### config.mk
export PLATFORM = sky130hd
export DESIGN_NAME = lin_engine
export DESIGN_NICKNAME = d
export VERILOG_FILES = /design/src/rtl/lin_engine.sv
export SDC_FILE = /design/constraint.sdc
export NUM_CORES = 1
export LEC_CHECK = 0
export BUFFER_PORTS_ARGS = -buffer_cell sky130_fd_sc_hd__buf_2
export CAP_MARGIN = 10
export CORE_MARGIN = 10
export CORE_UTILIZATION = 45
export DETAILED_ROUTE_END_ITERATION = 16
export GPL_TIMING_DRIVEN = 0
export PLACE_DENSITY = 0.62
export SLEW_MARGIN = 10
export SYNTH_ARGS = -nofsm -noshare
export SYNTH_HDL_FRONTEND = slang
export SYNTH_SLANG_ARGS = --single-unit
### constraint.sdc
create_clock -name clk -period 5.9 [get_ports clk]
set_input_delay 0.885 -clock clk [delete_from_list [all_inputs] [get_ports clk]]
set_output_delay 0.885 -clock clk [all_outputs]
set_load 0.01 [all_outputs]
### src/rtl/lin_engine.sv
`timescale 1ns/1ps
module lin_engine #(
  parameter int DIV_W = 16
) (
  input  logic             clk,
  input  logic             rst_n,
  input  logic [DIV_W-1:0] bit_div,
  input  logic [1:0]       stop_sel,
  input  logic             enhanced,
  input  logic             id_wr,
  input  logic [5:0]       id,
  input  logic             tx_wr,
  input  logic [7:0]       tx_byte,
  input  logic             tx_csum,
  output logic             tx_ready,
  output logic             txd,
  input  logic             rxd,
  input  logic             rx_valid,
  input  logic [7:0]       rx_data,
  input  logic             rx_last,
  output logic             brk_det,
  output logic             csum_done,
  output logic             csum_err,
  input  logic             abd_arm,
  output logic             abd_done,
  output logic [DIV_W-1:0] abd_div
);
  localparam int CW = DIV_W + 4;
  localparam int AW = DIV_W + 3;

  typedef enum logic [2:0] {S_IDLE, S_BRK, S_DEL, S_BIT, S_STOP} st_t;

  function automatic logic [7:0] add_eac(input logic [7:0] a, input logic [7:0] b);
    logic [8:0] s;
    s = {1'b0, a} + {1'b0, b};
    return s[7:0] + {7'd0, s[8]};
  endfunction

  st_t         state;
  logic [CW-1:0] cnt, len;
  logic [3:0]  bidx;
  logic [8:0]  sh;
  logic        hdrq;
  logic [7:0]  pid_q, tx_sum;

  wire [CW-1:0] div_w = CW'(bit_div);
  wire [7:0] pid_w = {~(id[1]^id[3]^id[4]^id[5]), id[0]^id[1]^id[2]^id[4], id};

  always_comb begin
    case (state)
      S_BRK:   len = div_w * CW'(13);
      S_STOP:  len = (stop_sel == 2'd0) ? div_w :
                     (stop_sel == 2'd1) ? div_w + (div_w >> 1) : div_w << 1;
      default: len = div_w;
    endcase
  end

  assign txd      = (state == S_BRK) ? 1'b0 : (state == S_BIT) ? sh[0] : 1'b1;
  assign tx_ready = (state == S_IDLE);

  always_ff @(posedge clk or negedge rst_n) begin
    if (!rst_n) begin
      state <= S_IDLE; cnt <= '0; bidx <= '0; sh <= '1;
      hdrq <= 1'b0; pid_q <= '0; tx_sum <= '0;
    end else if (state == S_IDLE) begin
      cnt  <= '0;
      bidx <= '0;
      if (id_wr) begin
        state <= S_BRK; pid_q <= pid_w; hdrq <= 1'b1; tx_sum <= '0;
      end else if (tx_wr) begin
        state <= S_BIT; sh <= {tx_byte, 1'b0}; tx_sum <= add_eac(tx_sum, tx_byte);
      end else if (tx_csum) begin
        state <= S_BIT; sh <= {~tx_sum, 1'b0};
      end
    end else if (cnt != len - 1'b1) begin
      cnt <= cnt + 1'b1;
    end else begin
      cnt <= '0;
      case (state)
        S_BRK: state <= S_DEL;
        S_DEL: begin state <= S_BIT; sh <= {8'h55, 1'b0}; bidx <= '0; end
        S_BIT: begin
          sh <= sh >> 1;
          if (bidx == 4'd8) state <= S_STOP;
          else bidx <= bidx + 1'b1;
        end
        S_STOP: begin
          if (hdrq) begin
            hdrq <= 1'b0; state <= S_BIT; bidx <= '0; sh <= {pid_q, 1'b0};
            if (enhanced) tx_sum <= add_eac(tx_sum, pid_q);
          end else begin
            state <= S_IDLE;
          end
        end
        default: state <= S_IDLE;
      endcase
    end
  end


  launch_chk: assert property (@(posedge clk) disable iff (!rst_n)
    (state == S_IDLE && id_wr) |=> (state == S_BRK && !txd));

  brk_to_del_chk: assert property (@(posedge clk) disable iff (!rst_n)
    (state == S_BRK) |=> (state == S_BRK || state == S_DEL));

  bit_range_chk: assert property (@(posedge clk) disable iff (!rst_n)
    (state == S_BIT) |-> (bidx <= 4'd8));

  logic [1:0]    rs;
  logic          lp;
  logic [CW-1:0] lowc;
  wire           line = rs[1];
  wire           fall = lp & ~line;
  wire [CW-1:0]  brk_len = div_w * CW'(11);

  always_ff @(posedge clk or negedge rst_n) begin
    if (!rst_n) begin
      rs <= 2'b11; lp <= 1'b1; lowc <= '0; brk_det <= 1'b0;
    end else begin
      rs <= {rs[0], rxd};
      lp <= line;
      if (line) lowc <= '0;
      else if (lowc != brk_len) lowc <= lowc + 1'b1;
      brk_det <= !line && (lowc == brk_len - 1'b1);
    end
  end


  brk_once_chk: assert property (@(posedge clk) disable iff (!rst_n)
    brk_det |=> !brk_det);

  logic [1:0] rx_idx;
  logic [7:0] rx_sum;

  always_ff @(posedge clk or negedge rst_n) begin
    if (!rst_n) begin
      rx_idx <= '0; rx_sum <= '0; csum_done <= 1'b0; csum_err <= 1'b0;
    end else begin
      csum_done <= 1'b0;
      if (brk_det) begin
        rx_idx <= '0; rx_sum <= '0; csum_err <= 1'b0;
      end else if (rx_valid) begin
        if (rx_idx != 2'd2) rx_idx <= rx_idx + 1'b1;
        if (rx_idx == 2'd1) begin
          if (enhanced) rx_sum <= add_eac(rx_sum, rx_data);
        end else if (rx_idx == 2'd2) begin
          if (rx_last) begin
            csum_done <= 1'b1;
            csum_err  <= (add_eac(rx_sum, rx_data) != 8'hFF);
          end else begin
            rx_sum <= add_eac(rx_sum, rx_data);
          end
        end
      end
    end
  end


  rx_clr_chk: assert property (@(posedge clk) disable iff (!rst_n)
    brk_det |=> (rx_sum == 8'h00 && !csum_err));

  logic          armed;
  logic [2:0]    edges;
  logic [AW-1:0] acnt;

  always_ff @(posedge clk or negedge rst_n) begin
    if (!rst_n) begin
      armed <= 1'b0; edges <= '0; acnt <= '0; abd_done <= 1'b0; abd_div <= '0;
    end else if (abd_arm) begin
      armed <= 1'b1; edges <= '0; abd_done <= 1'b0;
    end else if (armed) begin
      if (fall) edges <= edges + 1'b1;
      if (fall && edges == 3'd0) acnt <= AW'(1);
      else if (edges != 3'd0) acnt <= acnt + 1'b1;
      if (fall && edges == 3'd4) begin
        abd_div <= acnt[AW-1:3]; abd_done <= 1'b1; armed <= 1'b0;
      end
    end
  end


  abd_stop_chk: assert property (@(posedge clk) disable iff (!rst_n)
    $rose(abd_done) |-> !armed);
endmodule

Yosys cells after proc, flatten, opt, wreduce, memory -nomap -nowiden
Cells that the tools add are included.
{"block": "totals", "memories": 0, "latchBits": 0, "inputBits": 50, "ram_bits": 0, "out_inout_bits": 22, "word_cells": 179, "regBits": 129, "romBits": 0}
{"block": "classes", "n_div": 0, "bitwise": 11, "eq_ne": 26, "n_reduce_logical": 35, "n_shift": 0, "n_mul": 2, "n_addsub": 15, "muxes": 70, "magnitude_cmp": 0}
{"op": "$mux 8", "count": 13}
{"op": "$mux 20", "count": 4}
{"op": "$mux 9", "count": 6}
{"op": "$add 20x1->20 const B", "count": 2}
{"op": "$mul 16x4->20 const B", "count": 2}
{"op": "$ne 20x20->1", "count": 2}
{"op": "$pmux 20 s2", "count": 1}
{"op": "$sub 20x1->20 const B", "count": 2}
{"op": "$mux 19", "count": 2}
{"op": "$mux 17", "count": 2}
{"op": "$add 8x8->9", "count": 3}
{"op": "$mux 3", "count": 9}
{"op": "$pmux 9 s3", "count": 1}
{"op": "$add 8x1->8", "count": 3}
{"op": "$reduce_bool 2->1", "count": 12}
{"op": "$mux 1", "count": 22}
{"op": "$eq 20x20->1", "count": 1}
{"op": "$add 19x1->19 const B", "count": 1}
{"op": "$add 16x15->17", "count": 1}
{"op": "$mux 4", "count": 4}
{"op": "$ne 3x3->1 const B", "count": 5}
{"op": "$pmux 3 s4", "count": 1}
{"op": "$pmux 4 s3", "count": 1}
{"op": "$reduce_and 3->1", "count": 4}
{"op": "28 further kinds", "count": 55}

Longest topological paths before layout
{"block": "depth", "word_depth": 8, "mapped_depth": 21, "mapped_depth_nobuf": 19}

Worst setup path after synthesis
OpenSTA, ideal clock, no wires.
{"block": "synth_path", "path_kind": "in2reg", "start": "input bit_div[2]", "end": "register bidx[3]", "path_buffers": 1, "path_stages": 19, "setup_slack_ns": 0.715, "t_arrival_ns": 5.064, "setup_time_ns": 0.122, "required_time_ns": 5.778, "path_cell_list": "ha_1 buf_2 xor2_1 ha_1 a21o_1 ha_1 a21o_1 a211o_1 o21a_1 or3_1 a32oi_1 and2_1 and4_1 nand2_1 a221o_1 nor4_4 a21oi_2 or3_1 a32o_1"}
{"block": "synth_between", "elab_chain_len": 8, "word_cells_on_any_way": 9, "cone_classes": "add/sub (2); mul (1); eq/ne (2); mux (3); reduce/logical (1)"}
{"element": "start, declared", "line": "7", "text": "input logic [DIV_W-1:0] bit_div,"}
{"element": "branches (longest 3 deep; another with $mul 16x4->20)"}
{"element": "$pmux 20 s2 (*)", "line": "50", "text": "case (state)"}
{"element": "$sub 20x1->20 (*)", "line": "75", "text": "end else if (cnt != len - 1'b1) begin"}
{"element": "$ne 20x20->1 (*)", "line": "75"}
{"element": "$ne 2x2->1 (no source line) (*)"}
{"element": "$reduce_and 4->1 (no source line) (*)"}
{"element": "end signal, assigned", "line": "85", "text": "else bidx <= bidx + 1'b1;"}
{"element": "end, declared", "line": "41", "text": "logic [3:0] bidx;"}
Every way passes the cells marked *.
A chain may end at the register's enable or synchronous reset.

Worst setup path after layout
{"block": "layout_path", "start": "input bit_div[0]", "end": "register state[2]"}
{"block": "layout_between", "elab_chain_len": 8, "word_cells_on_any_way": 9, "cone_classes": "add/sub (2); mul (1); eq/ne (2); mux (3); reduce/logical (1)"}
{"element": "branches (longest 3 deep; another with $mul 16x4->20)"}
{"element": "$pmux 20 s2 (*)", "line": "50"}
{"element": "$sub 20x1->20 (*)", "line": "75"}
{"element": "$ne 20x20->1 (*)", "line": "75"}
{"element": "$ne 2x2->1 (no source line) (*)"}
{"element": "$reduce_and 3->1 (no source line) (*)"}
{"element": "end signal, assigned", "line": "73", "text": "state <= S_BIT; sh <= {~tx_sum, 1'b0};"}
{"element": "end signal, assigned", "line": "80", "text": "S_BRK: state <= S_DEL;"}
{"element": "end signal, assigned", "line": "81", "text": "S_DEL: begin state <= S_BIT; sh <= {8'h55, 1'b0}; bidx <= '0; end"}
{"element": "end, declared", "line": "39", "text": "st_t state;"}
Marked as above.

==> metrics.md <==
| Metric | Value |
|---|---|
| Outcome | complete, no violations |
| Cells after synthesis | 1588 |
| Clk sinks | 129 |
| Number of setup buffers added after CTS | 0 |
| Synth top area cells | dfrtp_1 (21%), ha_1 (10%), xnor2_1 (6.2%), fa_1 (5.9%), xor2_1 (4.0%) |
| Worst Hold Class | reg -> reg |
| Top cell types by occurrence after synthesis | nor2_1 (146), dfrtp_1 (117), ha_1 (112), inv_1 (111), xnor2_1 (97) |
| Port Buffers | 67 |
| Number of buffers created by CTS | 17 |
| GPL Wtd Cong | 0.8952 |
| Dpl hpwl | 27910 µm |
| Post-synthesis sequential area ratio | 0.2377 |
| Setup TNS | 0 ns |
| Final net count | 1878 |
| Slew @ Worst Pin | 0.8388 ns |
| H-tree Lvls | 4 |
| Syn Nets | 1790 |
| R2R setup slack | 0.96 ns |
| Chip Height | 194.1 µm |
| Setup CP Type | in -> reg |
| Slew Viols, Final | 0 |
| Critical path startpoint category | primary input |
| Logic pwr share | 0.487 |
| Avg Cell Area, Syn | 8.593 µm² |
| Clock Path Buffers | 2 |
| Synth warn | 0 |
| EDFF count, synth | 0 |
| Post-synth cell types | 99 |
| WL/cell | 16.94 µm |
| Tcrit/Tclk final | 0.9563 |
| Critical Path Fanout Max | 10 |
| Clock Latency Late Sink | 0.43 ns |
| Nature of the critical path endpoint | flop |
| Vias in the first global route | 11596 |
| Initial antenna violation count | 5 |
| Worst Path Required | 6.20 ns |
| Clock transition at path regs | 0.06 ns |
| Setup violators final | 0 |
| #FFs+latches synth | 129 |
| Layout Cells excl Fill | 2080 |
| Total number of vias | 11902 |
| Largest area contributor in the netlist | dfrtp_1 |
| Peak VDD IR | 0.0003196 V |
| Ys async rst share | 1.000 |
| Hold Vio Cnt, Final | 0 |
| Design internal power | 0.002445 W |
| First-iteration detailed-routing DRC count | 756 |
| Post-cts repair resize count | 0 |
| Final core occ | 0.5094 |
| Hold_buf cts | 0 |
| Sw Pwr | 0.001713 W |
| Switching Fraction | 0.4119 |
| Yosys top cell area share | 0.2146 |
| First drt pass iteration count | 6 |
| Share of layout cells above drive strength 1 | 0.1285 |
| Cell Rows | 63 |
| Boundary Pins | 72 |
| Die ar. | 0.03769 mm² |
| Die W | 194.1 µm |
| Fin crit period | 5.642 ns |
| Gr usage total | 0.1824 |
| Clock Skews | 0.01132 ns |
| # placed instances | 2046 |
| Grt total ovfl | 0 |
| Largest net degree at the start of global routing | 86 |
| Sequential share of power | 0.257 |
| Routed vias/inst | 5.722 |
| Routed wire length | 35230 µm |
| CTS tree | done |
| Lkg Pwr | 6.781 nW |
| Power per cell area | 273.9 mW/mm² |
| Clock root buffer | clkbuf_16 |
| Dominant cell by count in the synthesized netlist | nor2_1 |
| Clock power share | 0.256 |
| CORE AREA | 0.02980 mm² |
| Area delta synth->final | 11.23% |
| # DRC | 0 |
| MaxCap Viol Count | 0 |
| Synth Flop Type | dfrtp_1 |
| Mapped cell area | 0.01365 mm² |
| Routed Antenna Nets | 0 |
| Initial Util | 0.4580 |
| Critical path arrival | 5.94 ns |
| First-pass GRT wire length | 58860 µm |
| Max_slew headroom | 0.4357 |
| F_max | 0.1772 GHz |
## path summary, 6_finish.rpt
path | from | endpoint | depth (start not counted)
setup / recovery | bit_div[0] | state[2]$_DFFE_PN0P_ | 20
hold / removal | rs[0]$_DFF_PN1_ | rs[1]$_DFF_PN1_ | 0
setup reg to reg | state[0]$_DFFE_PN0P_ | state[2]$_DFFE_PN0P_ | 18
hold reg to reg | rs[0]$_DFF_PN1_ | rs[1]$_DFF_PN1_ | 0
max in group asynchronous | rst_n | sh[0]$_DFFE_PN1P_ | 2
min in group asynchronous | rst_n | lowc[18]$_DFFE_PN0P_ | 1
## cell type report
class                   count  area [µm²]
plain buffers              58       264.0
clock inverters            15       165.2
diodes                      1       2.502
flip-flops and latches    129        3243
fillers                  2843       14620
repair buffers             69       376.6
well taps                 390       488.0
inverters                 111       416.7
multi-input cells        1290        9797
clock buffers              17       425.4
## routing by layer
metal / wire length (µm) / vias up / GRT usage
met1: 16920 / 5748 / 0.2467
met4: 429 / 6 / 0.04373
li1: - / 5900 / -
met2: 16530 / 210 / 0.2950
met3: 1309 / 38 / 0.03147
met5: 41 / - / 0
## power by group through the flow
stage          logic, W  registers [W]  clock network (W)
2_1_floorplan   0.00158        0.00106                  0
3_3_place_gp    0.00195        0.00108                  0
3_5_place_dp    0.00198        0.00108                  0
4_1_cts         0.00200        0.00107            0.00109
5_1_grt         0.00229        0.00108            0.00113
6_report        0.00202        0.00107            0.00107
## layout by cell type (no fill, tap or decap), types with 14 or more instances in the layout
master / Yosys / final
a211oi_1: 16 / 14
clkbuf_1: 37 / 37
nor4_1: 21 / 18
or3_1: 21 / 21
inv_1: 111 / 111
ha_1: 112 / 112
xnor2_1: 97 / 97
a21o_1: 26 / 26
nand2b_1: 20 / 20
nor2_1: 146 / 145
o21a_1: 15 / 15
a21oi_1: 69 / 69
and3_1: 25 / 25
nor2b_1: 22 / 22
and4_1: 15 / 15
mux2_2: 35 / 35
clkbuf_16: 0 / 17
o21ai_0: 72 / 72
nand4_1: 33 / 33
nand3_1: 70 / 70
fa_1: 40 / 40
nor3_1: 41 / 41
xor2_1: 63 / 63
dfrtp_1: 117 / 117
a31oi_1: 14 / 14
buf_2: 12 / 75
nand2_1: 92 / 92
## sequential cells by signal, indices dropped and copies added, names as in the netlist, 2 cells and up
name     cells
edges        3
acnt        19
lowc        20
state        3
tx_sum       8
rx_idx       2
rs           2
pid_q        8
abd_div     16
sh           9
bidx         4
rx_sum       8
cnt         20
## critical path: stages
cell and delay [ns]:
buf_2 0.19, inv_1 0.09, ha_1 0.41, ha_1 0.32, ha_1 0.19, inv_1 0.07
fa_1 0.41, nor2b_1 0.18, o31a_1 0.20, a211oi_2 0.10, o211a_1 0.24, a2111o_1 0.50
nor3_2 0.21, and4_1 0.32, nand2_1 0.11, a221o_1 0.35, nor4_4 0.34, a21o_1 0.22
buf_2 0.25, mux2_2 0.36
## per-stage QoR
step           setup slack, ns  total power, W  hold slack, ns  cell area [µm²]
2_1_floorplan           0.7149        0.002636          0.3452            13650
3_3_place_gp           -0.2703        0.003034          0.3459            14470
3_5_place_dp           -0.2823        0.003066          0.3468            14500
4_1_cts                 0.1593        0.004157          0.3568            15090
5_1_grt               -0.01354        0.004501          0.3596            15180
6_report                0.2579        0.004157          0.3558            15180
## kinds of logic after synthesis
logic type	count (synthesis)	synth area share
XOR/XNOR	166	0.1127
AND/OR/NAND/NOR	575	0.2233
adder cells (fa/ha/maj)	152	0.1614
buffers and inverters	169	0.04951
flip-flops	129	0.2377
AO/OA/AOI/OAI	351	0.1783
multiplexers	46	0.03714
(Power assumes the default switching activity.)
